--- src/rtl/swx_pkg.sv ---
package swx_pkg;
  localparam int NP     = 2;
  localparam int CODE_W = 8;
  localparam int DATA_W = 16;
  localparam int PAR_W  = DATA_W / 8;
  localparam int CC_W   = 3;

  typedef enum logic [CC_W-1:0] {
    CC_NONE = 3'd0, CC_BUSY = 3'd1, CC_REJECT = 3'd3,
    CC_INTERV = 3'd4, CC_PARITY = 3'd5, CC_OK = 3'd7
  } cc_e;

  localparam logic [CODE_W-1:0] OP_RD_ID   = 8'h20;
  localparam logic [CODE_W-1:0] OP_RD_ST   = 8'h23;
  localparam logic [CODE_W-1:0] OP_ACK     = 8'h50;
  localparam logic [CODE_W-1:0] OP_RSV     = 8'h53;
  localparam logic [CODE_W-1:0] OP_PREP    = 8'h60;
  localparam logic [CODE_W-1:0] OP_CONN    = 8'h63;
  localparam logic [CODE_W-1:0] OP_START   = 8'h66;
  localparam logic [CODE_W-1:0] OP_RESTART = 8'h6C;
  localparam logic [CODE_W-1:0] OP_DRESET  = 8'h6F;

  typedef struct packed {
    logic rd_id, rd_st, ack, rsv, prep, conn, start, restart, dreset;
  } act_t;

  function automatic logic [DATA_W-1:0] build_status(
      logic own, logic man, logic tmo_oth, logic rsv, logic run, logic inc,
      logic sel_al, logic mode_al, logic ipl, logic is_a,
      logic [1:0] init_p, logic [1:0] warn_p);
    return {warn_p, init_p, is_a, ipl, mode_al, sel_al, 2'b00,
            inc, run, rsv, tmo_oth, man, own};
  endfunction
endpackage

--- src/rtl/swx_parity.sv ---
module swx_parity #(
  parameter int DW = 16,
  localparam int PW = DW / 8
) (
  input  logic [DW-1:0] data_i,
  input  logic [PW-1:0] par_i,
  output logic          ok_o
);
  logic [PW-1:0] byte_ok;
  for (genvar b = 0; b < PW; b++) begin : g_byte
    assign byte_ok[b] = ^{data_i[8*b +: 8], par_i[b]};
  end
  assign ok_o = &byte_ok;
endmodule

--- src/rtl/swx_port_dec.sv ---
module swx_port_dec
  import swx_pkg::*;
(
  input  logic              valid_i,
  input  logic [CODE_W-1:0] code_i,
  input  logic [DATA_W-1:0] data_i,
  input  logic [PAR_W-1:0]  par_i,
  input  logic              busy_i,
  input  logic              manual_i,
  input  logic              owns_i,
  input  logic              tmo_posted_i,
  input  logic              tmr_exp_i,
  output cc_e               cc_o,
  output act_t              act_o
);
  logic par_ok;
  swx_parity #(.DW(DATA_W)) u_par (.data_i(data_i), .par_i(par_i), .ok_o(par_ok));

  cc_e pcc;
  assign pcc = par_ok ? CC_OK : CC_PARITY;

  always_comb begin
    act_o = '0;
    unique case (code_i)
      OP_RD_ID, OP_RD_ST, OP_PREP: cc_o = pcc;
      OP_RESTART, OP_DRESET:       cc_o = CC_OK;
      OP_ACK:   cc_o = busy_i ? CC_BUSY : pcc;
      OP_RSV:   cc_o = busy_i ? CC_BUSY : (manual_i || owns_i) ? CC_REJECT :
                       tmr_exp_i ? CC_INTERV : pcc;
      OP_START: cc_o = busy_i ? CC_BUSY : (manual_i || !owns_i) ? CC_REJECT :
                       tmr_exp_i ? CC_INTERV : pcc;
      OP_CONN:  cc_o = busy_i ? CC_BUSY :
                       (manual_i || owns_i || !tmo_posted_i) ? CC_REJECT : pcc;
      default:  cc_o = CC_REJECT;
    endcase
    if (valid_i && cc_o == CC_OK) begin
      act_o.rd_id   = (code_i == OP_RD_ID);
      act_o.rd_st   = (code_i == OP_RD_ST);
      act_o.ack     = (code_i == OP_ACK);
      act_o.rsv     = (code_i == OP_RSV);
      act_o.prep    = (code_i == OP_PREP);
      act_o.conn    = (code_i == OP_CONN);
      act_o.start   = (code_i == OP_START);
      act_o.restart = (code_i == OP_RESTART);
      act_o.dreset  = (code_i == OP_DRESET);
    end
  end
endmodule

--- src/rtl/swx_ctrl.sv ---
module swx_ctrl
  import swx_pkg::*;
#(
  parameter logic [DATA_W-1:0] ID_WORD = 16'h0030
) (
  input  logic                         clk_i,
  input  logic                         rst_ni,
  input  logic [NP-1:0]                cmd_valid_i,
  input  logic [NP-1:0][CODE_W-1:0]    cmd_code_i,
  input  logic [NP-1:0][DATA_W-1:0]    cmd_data_i,
  input  logic [NP-1:0][PAR_W-1:0]     cmd_par_i,
  input  logic                         manual_i,
  input  logic                         select_i,
  input  logic                         ipl_block_i,
  input  logic [1:0]                   init_sel_i,
  input  logic [1:0]                   warn_sel_i,
  input  logic [NP-1:0]                irq_pend_i,
  input  logic                         tmr_run_i,
  input  logic                         tmr_expired_i,
  input  logic                         tmo_evt_i,
  output logic [NP-1:0]                rsp_valid_o,
  output logic [NP-1:0][CC_W-1:0]      rsp_cc_o,
  output logic [NP-1:0][DATA_W-1:0]    rsp_data_o,
  output logic                         owner_o,
  output logic                         chan_rst_o,
  output logic                         mon_start_o,
  output logic                         mon_test_o,
  output logic                         mon_restart_o,
  output logic [NP-1:0]                prep_wr_o,
  output logic [NP-1:0][DATA_W-1:0]    prep_data_o,
  output logic [NP-1:0]                clr_irq_o,
  output logic [NP-1:0]                attn_rsv_o,
  output logic [NP-1:0]                attn_go_o,
  output logic [NP-1:0]                exc_o,
  output logic [NP-1:0]                ack_o
);
  logic          owner_q, hand_q, hand_port_q, sel_q, man_q;
  logic [NP-1:0] rsv_q, tmo_oth_q, tmo_inc_q, sel_al_q, mode_al_q, ack_q;
  logic [NP-1:0] busy, owns;
  cc_e           cc  [NP];
  act_t          act [NP];

  for (genvar p = 0; p < NP; p++) begin : g_port
    // port B loses a same-cycle collision against port A
    if (p == 0) begin : g_a
      assign busy[p] = irq_pend_i[p] | hand_q;
    end else begin : g_b
      assign busy[p] = irq_pend_i[p] | hand_q | cmd_valid_i[0];
    end
    assign owns[p] = (owner_q == 1'(p));
    swx_port_dec u_dec (
      .valid_i(cmd_valid_i[p]), .code_i(cmd_code_i[p]), .data_i(cmd_data_i[p]),
      .par_i(cmd_par_i[p]), .busy_i(busy[p]), .manual_i(manual_i),
      .owns_i(owns[p]), .tmo_posted_i(tmo_oth_q[p]), .tmr_exp_i(tmr_expired_i),
      .cc_o(cc[p]), .act_o(act[p]));
  end

  always_ff @(posedge clk_i or negedge rst_ni) begin
    if (!rst_ni) begin
      owner_q <= 1'b0; hand_q <= 1'b0; hand_port_q <= 1'b0;
      sel_q <= 1'b0; man_q <= 1'b0;
      rsv_q <= '0; tmo_oth_q <= '0; tmo_inc_q <= '0;
      sel_al_q <= '0; mode_al_q <= '0; ack_q <= '0;
      rsp_valid_o <= '0; rsp_cc_o <= '0; rsp_data_o <= '0;
      chan_rst_o <= 1'b0; mon_start_o <= 1'b0; mon_test_o <= 1'b0;
      mon_restart_o <= 1'b0; prep_wr_o <= '0; prep_data_o <= '0;
      clr_irq_o <= '0; attn_rsv_o <= '0; attn_go_o <= '0; exc_o <= '0;
    end else begin
      chan_rst_o <= 1'b0; mon_start_o <= 1'b0; mon_restart_o <= 1'b0;
      prep_wr_o <= '0; clr_irq_o <= '0; attn_rsv_o <= '0;
      attn_go_o <= '0; exc_o <= '0;
      sel_q <= select_i; man_q <= manual_i;

      if (hand_q) begin
        owner_q <= hand_port_q;
        hand_q  <= 1'b0;
      end

      for (int p = 0; p < NP; p++) begin
        rsp_valid_o[p] <= cmd_valid_i[p];
        rsp_cc_o[p]    <= cmd_valid_i[p] ? cc[p] : CC_NONE;
        rsp_data_o[p]  <= act[p].rd_id ? ID_WORD :
                          act[p].rd_st ? build_status(owns[p], manual_i, tmo_oth_q[p],
                              rsv_q[p], tmr_run_i, tmo_inc_q[p], sel_al_q[p],
                              mode_al_q[p], ipl_block_i, (p == 0), init_sel_i,
                              warn_sel_i) : '0;
        if (act[p].rd_st) begin
          sel_al_q[p] <= 1'b0; mode_al_q[p] <= 1'b0;
        end
        if (act[p].ack) ack_q[p] <= 1'b1;
        if (act[p].rsv) begin
          rsv_q[1-p] <= 1'b1; attn_rsv_o[1-p] <= 1'b1;
        end
        if (act[p].prep) begin
          prep_wr_o[p] <= 1'b1; prep_data_o[p] <= cmd_data_i[p];
        end
        if (act[p].start) begin
          mon_start_o <= 1'b1; mon_test_o <= cmd_data_i[p][0];
        end
        if ((act[p].restart || act[p].dreset) && owns[p]) mon_restart_o <= 1'b1;
        if (act[p].dreset) begin
          clr_irq_o[p] <= 1'b1; ack_q[p] <= 1'b0; rsv_q[1-p] <= 1'b0;
          sel_al_q[p] <= 1'b0; mode_al_q[p] <= 1'b0;
        end
        if (act[p].conn) begin
          chan_rst_o <= 1'b1; hand_q <= 1'b1; hand_port_q <= 1'(p);
        end
      end

      if (tmo_evt_i && !manual_i) begin
        tmo_inc_q[owner_q]  <= 1'b1; exc_o[owner_q]      <= 1'b1;
        tmo_oth_q[!owner_q] <= 1'b1; attn_go_o[!owner_q] <= 1'b1;
      end
      // operator actions override command effects in the same cycle
      if (select_i != sel_q) begin
        sel_al_q <= '1; ack_q <= '0;
      end
      if (manual_i != man_q) begin
        mode_al_q <= '1; ack_q <= '0;
      end
      if (manual_i) begin
        owner_q <= select_i; tmo_oth_q <= '0;
      end
    end
  end

  assign owner_o = owner_q;
  assign ack_o   = ack_q;
endmodule

--- config.mk ---
export PLATFORM = sky130hd
export DESIGN_NAME = swx_ctrl
export DESIGN_NICKNAME = d
export VERILOG_FILES = /design/src/rtl/swx_pkg.sv /design/src/rtl/swx_parity.sv /design/src/rtl/swx_port_dec.sv /design/src/rtl/swx_ctrl.sv
export SDC_FILE = /design/constraint.sdc
export NUM_CORES = 1
export LEC_CHECK = 0
export BUFFER_PORTS_ARGS = -buffer_cell sky130_fd_sc_hd__buf_2
export CAP_MARGIN = 10
export CORE_ASPECT_RATIO = 1.25
export CORE_MARGIN = 1.5
export CORE_UTILIZATION = 50
export CTS_BUF_LIST = sky130_fd_sc_hd__clkbuf_4 sky130_fd_sc_hd__clkbuf_8
export DETAILED_ROUTE_END_ITERATION = 8
export PLACE_DENSITY = 0.84
export SLEW_MARGIN = 20
export SYNTH_ARGS = -nofsm -noshare
export SYNTH_HDL_FRONTEND = slang
export SYNTH_SLANG_ARGS = --single-unit
--- constraint.sdc ---
create_clock -name clk_i -period 6.5 [get_ports clk_i]
set_input_delay 0 -clock clk_i [delete_from_list [all_inputs] [get_ports clk_i]]
set_output_delay 0 -clock clk_i [all_outputs]
set_load 0.05 [all_outputs]
---- Word-level counts from Yosys, hierarchy flattened ----
Cells that the tools add are included.
storage, ports and cells
  output and inout bits ................... 89
  bits in registers ....................... 102
operators by class
  mux-type cells .......................... 70
  reductions and logical operators ........ 40
  bitwise gates (word level) .............. 6
  magnitude comparators ................... 4
  equal/unequal tests ..................... 22
operator list
  kind                                                                           count
  8-bit by 7-bit == test with 1-bit output (second input constant)               14
  16-bit 2-to-1 mux                                                              4
  3-bit 2-to-1 mux                                                               18
  3-bit case mux with 6 select lines                                             2
  9-bit parity                                                                   4
  8-bit by 6-bit == test with 1-bit output (second input constant)               4
  1-bit 2-to-1 mux                                                               32
  2-bit 2-to-1 mux                                                               10
  9-bit 2-to-1 mux                                                               2
  2-bit nonzero test                                                             6
  3-bit nonzero test                                                             4
  4-bit nonzero test                                                             2
  1-bit logical AND                                                              7
  1-bit logical OR                                                               7
  3-bit == test (second input constant)                                          2
  3-bit OR reduction                                                             2
  1-bit logical NOT                                                              4
  1-bit by 2-bit less-than comparator with 1-bit output (second input constant)  2
  2-bit OR                                                                       2
  2-bit AND reduction                                                            2
  2-bit OR reduction                                                             2
  1-bit OR                                                                       3
  1-bit demux with 1-bit select                                                  2
  1-bit greater-or-equal comparator (second input constant)                      2
  2 further kinds                                                                3

---- Depth between registers and ports, before layout ----
Gate-level depths: netlist of run 1.
  depth after elaboration ................. 14
  depth in mapped cells ................... 11
  depth with buffers taken out ............ 8

---- By module ----
Synthesis of run 1 repeated with hierarchy kept, for this count alone.
unflattened totals
  cell total of the unflattened synthesis .. 385
  area total of the unflattened synthesis .. 4639.4 µm²
modules (own cells, without submodules)
  module        instances  area an instance (µm²)  cells an instance
  swx_ctrl      1          3398.3                  217
  swx_port_dec  2          466.7                   69
  swx_parity    2          153.9                   15

---- Worst setup path before layout of run 1 ----
OpenSTA, ideal clock, no wires.
  path type ............................... reg-to-reg
  start ................................... register owner_q (netlist: owner_o)
  end ..................................... register prep_data_o[10] (netlist name)
  cell stages (with the launch flop) ...... 11
  slack ................................... 3.495 ns
  arrival time ............................ 2.880 ns
  buffers on the path ..................... 3
  path through ............................ dfrtp_1 clkbuf_1 clkbuf_1 o2111ai_1 a21oi_1 o21ai_0 a311o_1 a211oi_4 nand3_4 buf_6 mux2_4
between the ends
  longest elaborated chain between the ends .. 9
RTL lines
  what                                    line                                    RTL
  start, declared                         swx_ctrl.sv:37                          logic owner_q, hand_q, hand_port_q, sel_q, man_q;
  start signal, assigned                  swx_ctrl.sv:75                          owner_q <= hand_port_q;
  1-bit inverter                          swx_ctrl.sv:50                          assign owns[p] = (owner_q == 1'(p));
  1-bit logical OR                        swx_port_dec.sv:28, swx_port_dec.sv:33
  1-bit logical OR                        swx_port_dec.sv:33                      (manual_i || owns_i || !tmo_posted_i) ? CC_REJECT : pcc;
  3-bit 2-to-1 mux                        swx_port_dec.sv:33
  3-bit 2-to-1 mux                        swx_port_dec.sv:32                      OP_CONN: cc_o = busy_i ? CC_BUSY :
  3-bit case mux with 6 select lines (*)  swx_port_dec.sv:24                      unique case (code_i)
  3-bit == test (*)                       swx_port_dec.sv:36                      if (valid_i && cc_o == CC_OK) begin
  1-bit logical AND (*)                   swx_port_dec.sv:36
  9-bit 2-to-1 mux (*)                    swx_port_dec.sv:36
  end signal, assigned                    swx_ctrl.sv:66                          mon_restart_o <= 1'b0; prep_wr_o <= '0; prep_data_o <= '0;
  end signal, assigned by index           swx_ctrl.sv:95                          prep_wr_o[p] <= 1'b1; prep_data_o[p] <= cmd_data_i[p];
  end, declared                           swx_ctrl.sv:30                          output logic [NP-1:0][DATA_W-1:0] prep_data_o,
Every way passes the cells marked *; elsewhere a longest branch is shown, timed or not.
A chain may end at the register's enable or synchronous reset.

---- Worst setup path after layout of run 1 ----
  start ................................... input port cmd_data_i[9] (netlist name)
  end ..................................... register prep_data_o[15] (netlist name)
between the ends
  longest elaborated chain between the ends .. 10
RTL lines
  what                                               line                                    RTL
  start, declared                                    swx_ctrl.sv:10                          input logic [NP-1:0][DATA_W-1:0] cmd_data_i,
  9-bit parity (*)                                   swx_parity.sv:11                        assign byte_ok[b] = ^{data_i[8*b +: 8], par_i[b]};
  2-bit AND reduction (*)                            swx_parity.sv:13                        assign ok_o = &byte_ok;
  2-bit 2-to-1 mux (*)                               swx_port_dec.sv:20                      assign pcc = par_ok ? CC_OK : CC_PARITY;
  3-bit 2-to-1 mux                                   swx_port_dec.sv:29, swx_port_dec.sv:31
  3-bit 2-to-1 mux (on tied branches) (2 in series)  swx_port_dec.sv:30, swx_port_dec.sv:28
  3-bit case mux with 6 select lines (*)             swx_port_dec.sv:24
  3-bit == test (*)                                  swx_port_dec.sv:36
  1-bit logical AND (*)                              swx_port_dec.sv:36
  9-bit 2-to-1 mux (*)                               swx_port_dec.sv:36
Marks and branches as above.

==> results of run 1 <==
## metal layers
metal	share of wire	track usage	wire [µm]	vias to the layer above
li1	-	-	-	1792
met1	0.38	0.300	4530	1865
met2	0.53	0.435	6410	150
met3	0.056	0.0514	667	37
met4	0.034	0.117	414	0
met5	0	0	0	-
## worst paths after layout
check                                       end  depth (start not counted)          start  slack [ns]
worst max-delay path            prep_data_o[15]                         10  cmd_data_i[9]        3.35
worst min-delay path              attn_rsv_o[1]                          4  cmd_code_i[7]        0.05
worst max register to register  prep_data_o[18]                          8        owner_o        3.37
worst min register to register      sel_al_q[1]                          1    sel_al_q[1]        0.48
max in group asynchronous       prep_data_o[21]                          3         rst_ni        5.30
min in group asynchronous              exc_o[0]                          2         rst_ni        0.17
## layout by cell type (no fill, tap or decap), drive strengths merged, types with 5 or more instances in the layout
| cell type | instances |
|---|---|
| buf | 154 |
| dfrtp | 95 |
| dlygate4sd3 | 44 |
| mux2 | 32 |
| nand2 | 19 |
| xnor2 | 19 |
| nor2 | 19 |
| and3 | 16 |
| and2 | 13 |
| clkbuf | 13 |
| a21oi | 12 |
| o21ai | 11 |
| nor2b | 9 |
| nor3 | 9 |
| nand3 | 9 |
| xor2 | 8 |
| inv | 8 |
| nand2b | 7 |
| a31oi | 6 |
| a21o | 6 |
| conb | 5 |
| nor4 | 5 |
## power breakdown
group | switching [W] | total [W] | leakage (nW) | internal, W
sequential | 0.00000780 | 0.000608 | 1.27 | 0.000600
clock | 0.000203 | 0.000385 | 0.102 | 0.000182
combinational | 0.000124 | 0.000211 | 1.81 | 0.0000866
## synthesized netlist by cell type (9+ instances only)
cell type	count	area, µm²
a21oi_1	12	60.1
and2_1	13	81.3
and3_1	16	100
buf_4	10	75.1
dfrtp_1	95	2380
mux2_2	22	248
mux2_4	10	150
nand2_1	19	71.3
nor2_1	18	67.6
nor2b_1	9	56.3
o21ai_0	10	50.1
xnor2_1	19	166
## worst max-delay path, delay by kind of cell
family,cells,cell delay [ns]
AND/OR/NAND/NOR,2,0.60
multiplexers,1,0.40
XOR/XNOR,3,0.79
buffers and inverters,2,0.69
AO/OA/AOI/OAI,2,0.90
## timing repair
| action | in CTS | in global routing |
|---|---|---|
| endpoints found under the hold margin | 99 | 0 |
| setup endpoints to repair | 0 | 0 |
| hold buffers | 44 | 0 |
## cells by family (layout without fill, tap and decap cells)
family,Yosys count,in the layout,synth area share
compound gates,70,70,0.108
flops,95,95,0.511
xor+xnor,31,31,0.0703
buf+inv,32,222,0.0385
simple gates,135,135,0.181
other cells,1,5,0.000807
mux,34,34,0.0899
## final cells by class
class	count	area share
clock buffers	13	0.0293
flip-flops and latches	95	0.390
clock inverters	3	0.00410
inverters	8	0.00492
repair buffers	198	0.200
multi-input cells	275	0.346
well taps	123	0.0252
## stage by stage
stage	hold WS (ns)	cells	setup slack, ns	power, W	utilization
floorplan	-0.296	402	3.50	0.000743	-
global placement	0.0170	655	3.42	0.000806	0.601
detailed placement	0.0328	655	3.38	0.000810	0.601
CTS	0.0222	715	3.36	0.00121	0.672
global route	0.0591	715	3.16	0.00126	0.672
finish	0.0508	715	3.35	0.00120	0.672
==> results.md, run 1 <==
- Remaining global-route overflow: 0
- Clock-pin slew on the worst setup and hold paths: 0.09 ns
- Critical Path Source Type: primary input
- Number of nets in the final layout: 655
- Die X: 89.2 µm
- Sequential cell area fraction in the yosys report: 0.511
- RSZ-0062 raised after global routing: no
- Pin count of the biggest net entering global routing: 54
- Via count of the first global-routing pass: 3942
- Cell area after layout: 6100 µm²
- Peak supply drop: 106 µV
- Top fanout value on the critical path: 16
- Final antenna-violating net count: 0
- TritonCTS buffer count: 9
- Bufs on Longest Clock Path: 2
- Slew @ Worst Pin: 0.892 ns
- Yosys warning count: 0
- Number of antenna cells inserted: 0
- GR Util All Layers: 0.254
- Clock tree from TritonCTS: done
- Top FF cell, synth: dfrtp_1
- Leakage power: 3.18 nW
- Iter 0 DRT Violations: 275
- Area delta synth->final: 31.2%
- Post-Synthesis Cell Area: 4650 µm²
- Clock sink count: 95
- Max Clock Freq: 318 MHz
- Residual DRC: 0
- Post-Route WL: 12000 µm
- Initial antenna violation count: 0
- Status: complete, no violations
- Quantity of I/O buffers inserted on ports: 151
- Fin crit share: 0.484
- Detailed-router iteration count before antenna repair: 5
- Final Max Slew Viols: 0
- Post-cts sizing count: 0
- Flip-flop and latch count after synthesis: 95
- Aggregate negative setup slack: 0 ns
- Reg with most FFs: prep_data_o
- Required time at the endpoint of the critical path: 6.75 ns
- CP max-delay cell: dlygate4sd3_1
- Worst-skew pair later-pin latency: 0.36 ns
- Sequential cell area: 2380 µm²
- CP max stage delay: 0.55 ns
- Number of flip-flops in the largest register: 32
- Placeable core area: 9080 µm²
- Clock period minus worst slack: 3.15 ns
- Number of vias per cell: 5.38
- Clock Skews: 0.00783 ns
- Clk Tree Root Cell: clkbuf_8
- Post-synth EDFFs: 0
- Cell count after synthesis: 398
- Total power per unit cell area: 197 nW/µm²
- Fillers: 714
- Syn_area_per_cell: 11.7 µm²
- Area of the die: 9890 µm²
- Half-perimeter wire length after detailed placement: 8340 µm
- Number of vias in the routed layout: 3844
- Number of hold violations in the final report: 0
- Post-CTS setup buffers: 0
- Area after detailed placement: 5460 µm²
- Routability Congestion: 0.876
- # Max-Cap Violations: 0
- Vertical die dimension: 111 µm
- Kind of end point of the critical path: flop
- Post-DR wirelength/cell: 16.8 µm
- Final setup viols: 0
- Number of distinct library cell variants in the gate-level netlist after synthesis: 68
- Rel. slew slack: 0.400
- CTS H-tree depth: 3
- Arrival time reported for the critical path endpoint: 3.39 ns
- Leading registers by flop count: prep_data_o x32, rsp_data_o x27, rsp_cc_o x6
- Starting utilization of the core area: 0.512
- First-pass GRT wire length: 19100 µm
- Fraction of final layout cells sized beyond drive strength 1: 0.365
- Fraction of registers with async set/reset: 1.00
- Multi-input gate area in the final layout: 2110 µm²
- Tightest Hold Check Type: primary input to flop
- Worst setup path category: primary input to flop
- Worst path cell trace: dlygate4sd3_1 > buf_2 > xor2_1 > xnor3_1 > xnor2_1 > o31ai_1 > and3b_1 > a211oi_4 > nand3_4 > mux2_2
- Ports placed on the boundary: 157
- Row count: 39
No activity file was read; power rests on OpenSTA's default activity.
==> inputs of run 2 (changes only) <==
==> constraint.sdc (replaced) <==
create_clock -name clk_i -period 3.1 [get_ports clk_i]
set_input_delay 0 -clock clk_i [delete_from_list [all_inputs] [get_ports clk_i]]
set_output_delay 0 -clock clk_i [all_outputs]
set_load 0.05 [all_outputs]
==> results.md, run 2 (synthesized netlist as in run 1, its figures left out) <==
- Status: complete, no violations
- Iter 0 DRT Violations: 194
- Final antenna-violating net count: 0
- Area of the die: 9890 µm²
- Fin crit share: 0.936
- Vertical die dimension: 111 µm
- Number of flip-flops in the largest register: 32
- Portion of total power attributed to the clock network: 0.327
- Max Clock Freq: 345 MHz
- Clock-pin slew on the worst setup and hold paths: 0.09 ns
- Aggregate negative setup slack: 0 ns
- GR Util All Layers: 0.250
- Final Max Slew Viols: 0
- Sw Ratio: 0.281
- Number of nets in the final layout: 664
- Multi-input gate area in the final layout: 2110 µm²
- Row count: 39
- Placeable core area: 9080 µm²
- Residual DRC: 0
- Clock period minus worst slack: 2.90 ns
- Post-CTS setup buffers: 0
- Rel. slew slack: 0.476
- RSZ-0062 raised after global routing: no
- Non-filler instance count after layout: 724
- Leakage power: 3.23 nW
- Post-Route WL: 12000 µm
- Pin count of the biggest net entering global routing: 91
- Clock tree from TritonCTS: done
- Required time at the endpoint of the critical path: 3.41 ns
- Fraction of final layout cells sized beyond drive strength 1: 0.374
- First-pass GRT wire length: 18800 µm
- Tightest Hold Check Type: primary input to flop
- Critical path endpoint: rsp_data_o[10]
- Fillers: 689
- Total power per unit cell area: 416 nW/µm²
- Clock Skews: 0.0132 ns
- Worst-skew pair later-pin latency: 0.37 ns
- Post-placement cell count: 664
- Bufs on Longest Clock Path: 2
- Most common library cell in the layout ignoring fill and taps: buf_2
- Setup slack of the worst register-to-register path: 0.28 ns
- Die X: 89.2 µm
- Slew @ Worst Pin: 0.786 ns
- Final setup viols: 0
- Post-CTS Hold Fix Bufs: 44
- Origin of the worst setup path: cmd_data_i[9]
- Routability Congestion: 0.892
- Arrival time reported for the critical path endpoint: 3.21 ns
- Commonest cells after routing, fill and taps aside: buf_2, dfrtp_1, dlygate4sd3_1, mux2_2
- Kind of end point of the critical path: flop
- Post-DR wirelength/cell: 16.5 µm
- Internal power summed over all cells: 0.00185 W
- Detailed-router iteration count before antenna repair: 5
- Via count of the first global-routing pass: 3845
- Remaining global-route overflow: 0
- Number of hold violations in the final report: 0
- Starting utilization of the core area: 0.512
- Worst reg2reg path startpoint: hand_q
- Worst setup path category: primary input to flop
- Reg with most FFs: prep_data_o
- Initial antenna violation count: 1
- FF-to-FF path depth: 6
- Quantity of I/O buffers inserted on ports: 151
- Ports placed on the boundary: 157
- Number of vias per cell: 5.34
- Net switching power: 0.000721 W
- TritonCTS buffer count: 9
- Sequential Power Share: 0.495
- Peak supply drop: 202 µV
- Half-perimeter wire length after detailed placement: 8340 µm
- Fraction of power consumed by combinational cells: 0.178
- Post-cts sizing count: 0
- Number of antenna cells inserted: 0
- Sequential cell area: 2380 µm²
- # Max-Cap Violations: 0
- Capturing point of the worst reg2reg path: prep_data_o[21]
- Leading registers by flop count: prep_data_o x32, rsp_data_o x27, rsp_cc_o x6
- CTS H-tree depth: 3
- Clock sink count: 95
- Number of vias in the routed layout: 3867
- Critical Path Source Type: primary input
- Clk Tree Root Cell: clkbuf_8
- Area delta synth->final: 32.8%
- Top fanout value on the critical path: 10
-- run 2: stage by stage --
stage                      util  instance area (µm²)  total power, W  hold WS (ns)  setup WS (ns)
after detailed placement  0.608                 5520         0.00171         0.132          0.286
after global placement    0.608                 5520         0.00170         0.130          0.398
final                     0.680                 6170         0.00257        0.0278          0.200
after floorplan               -                 4660         0.00156        -0.296         0.0953
after global routing      0.680                 6170         0.00266        0.0663        0.00465
after CTS                 0.680                 6170         0.00257       0.00833          0.208
-- run 2: power by group through the flow --
stage                     sequential [W]  clock, W  combinational, W
after floorplan                  0.00135         0          0.000203
after global placement           0.00129         0          0.000402
after detailed placement         0.00130         0          0.000410
after CTS                        0.00127  0.000844          0.000455
after global routing             0.00127  0.000894          0.000492
final                            0.00127  0.000839          0.000457
-- run 2: layout make-up --
class | count | share of cell area
clock buffers | 10 | 0.0223
clock inverters | 6 | 0.0111
inverters | 8 | 0.00486
multi-input cells | 275 | 0.342
flip-flops and latches | 95 | 0.385
well taps | 123 | 0.0249
repair buffers | 207 | 0.209
-- run 2: critical path: stages --
cell           delay, ns
dlygate4sd3_1       0.54
buf_2               0.14
xor2_1              0.16
xnor3_1             0.44
xnor2_1             0.21
o31ai_1             0.37
and3b_1             0.26
a211o_1             0.36
nor3_2              0.51
and2_1              0.21
-- run 2: worst min path at each step --
stage                   start              to  slack, ns  cells after the start
3_5_place_dp   cmd_valid_i[1]  rsp_valid_o[1]       0.13                      1
3_3_place_gp   cmd_valid_i[1]  rsp_valid_o[1]       0.13                      1
5_1_grt         irq_pend_i[0]     rsp_cc_o[2]       0.07                      4
2_1_floorplan          rst_ni        ack_o[0]      -0.30                      0
6_report        irq_pend_i[0]     rsp_cc_o[2]       0.03                      4
4_1_cts         irq_pend_i[0]     rsp_cc_o[2]      0.008                      4
-- run 2: layer usage --
metal | global-route usage | wire length, µm | vias up
met5 | 0 | 15 | -
met1 | 0.291 | 4570 | 1875
li1 | - | - | 1808
met2 | 0.433 | 6400 | 151
met4 | 0.125 | 371 | 2
met3 | 0.0410 | 595 | 31
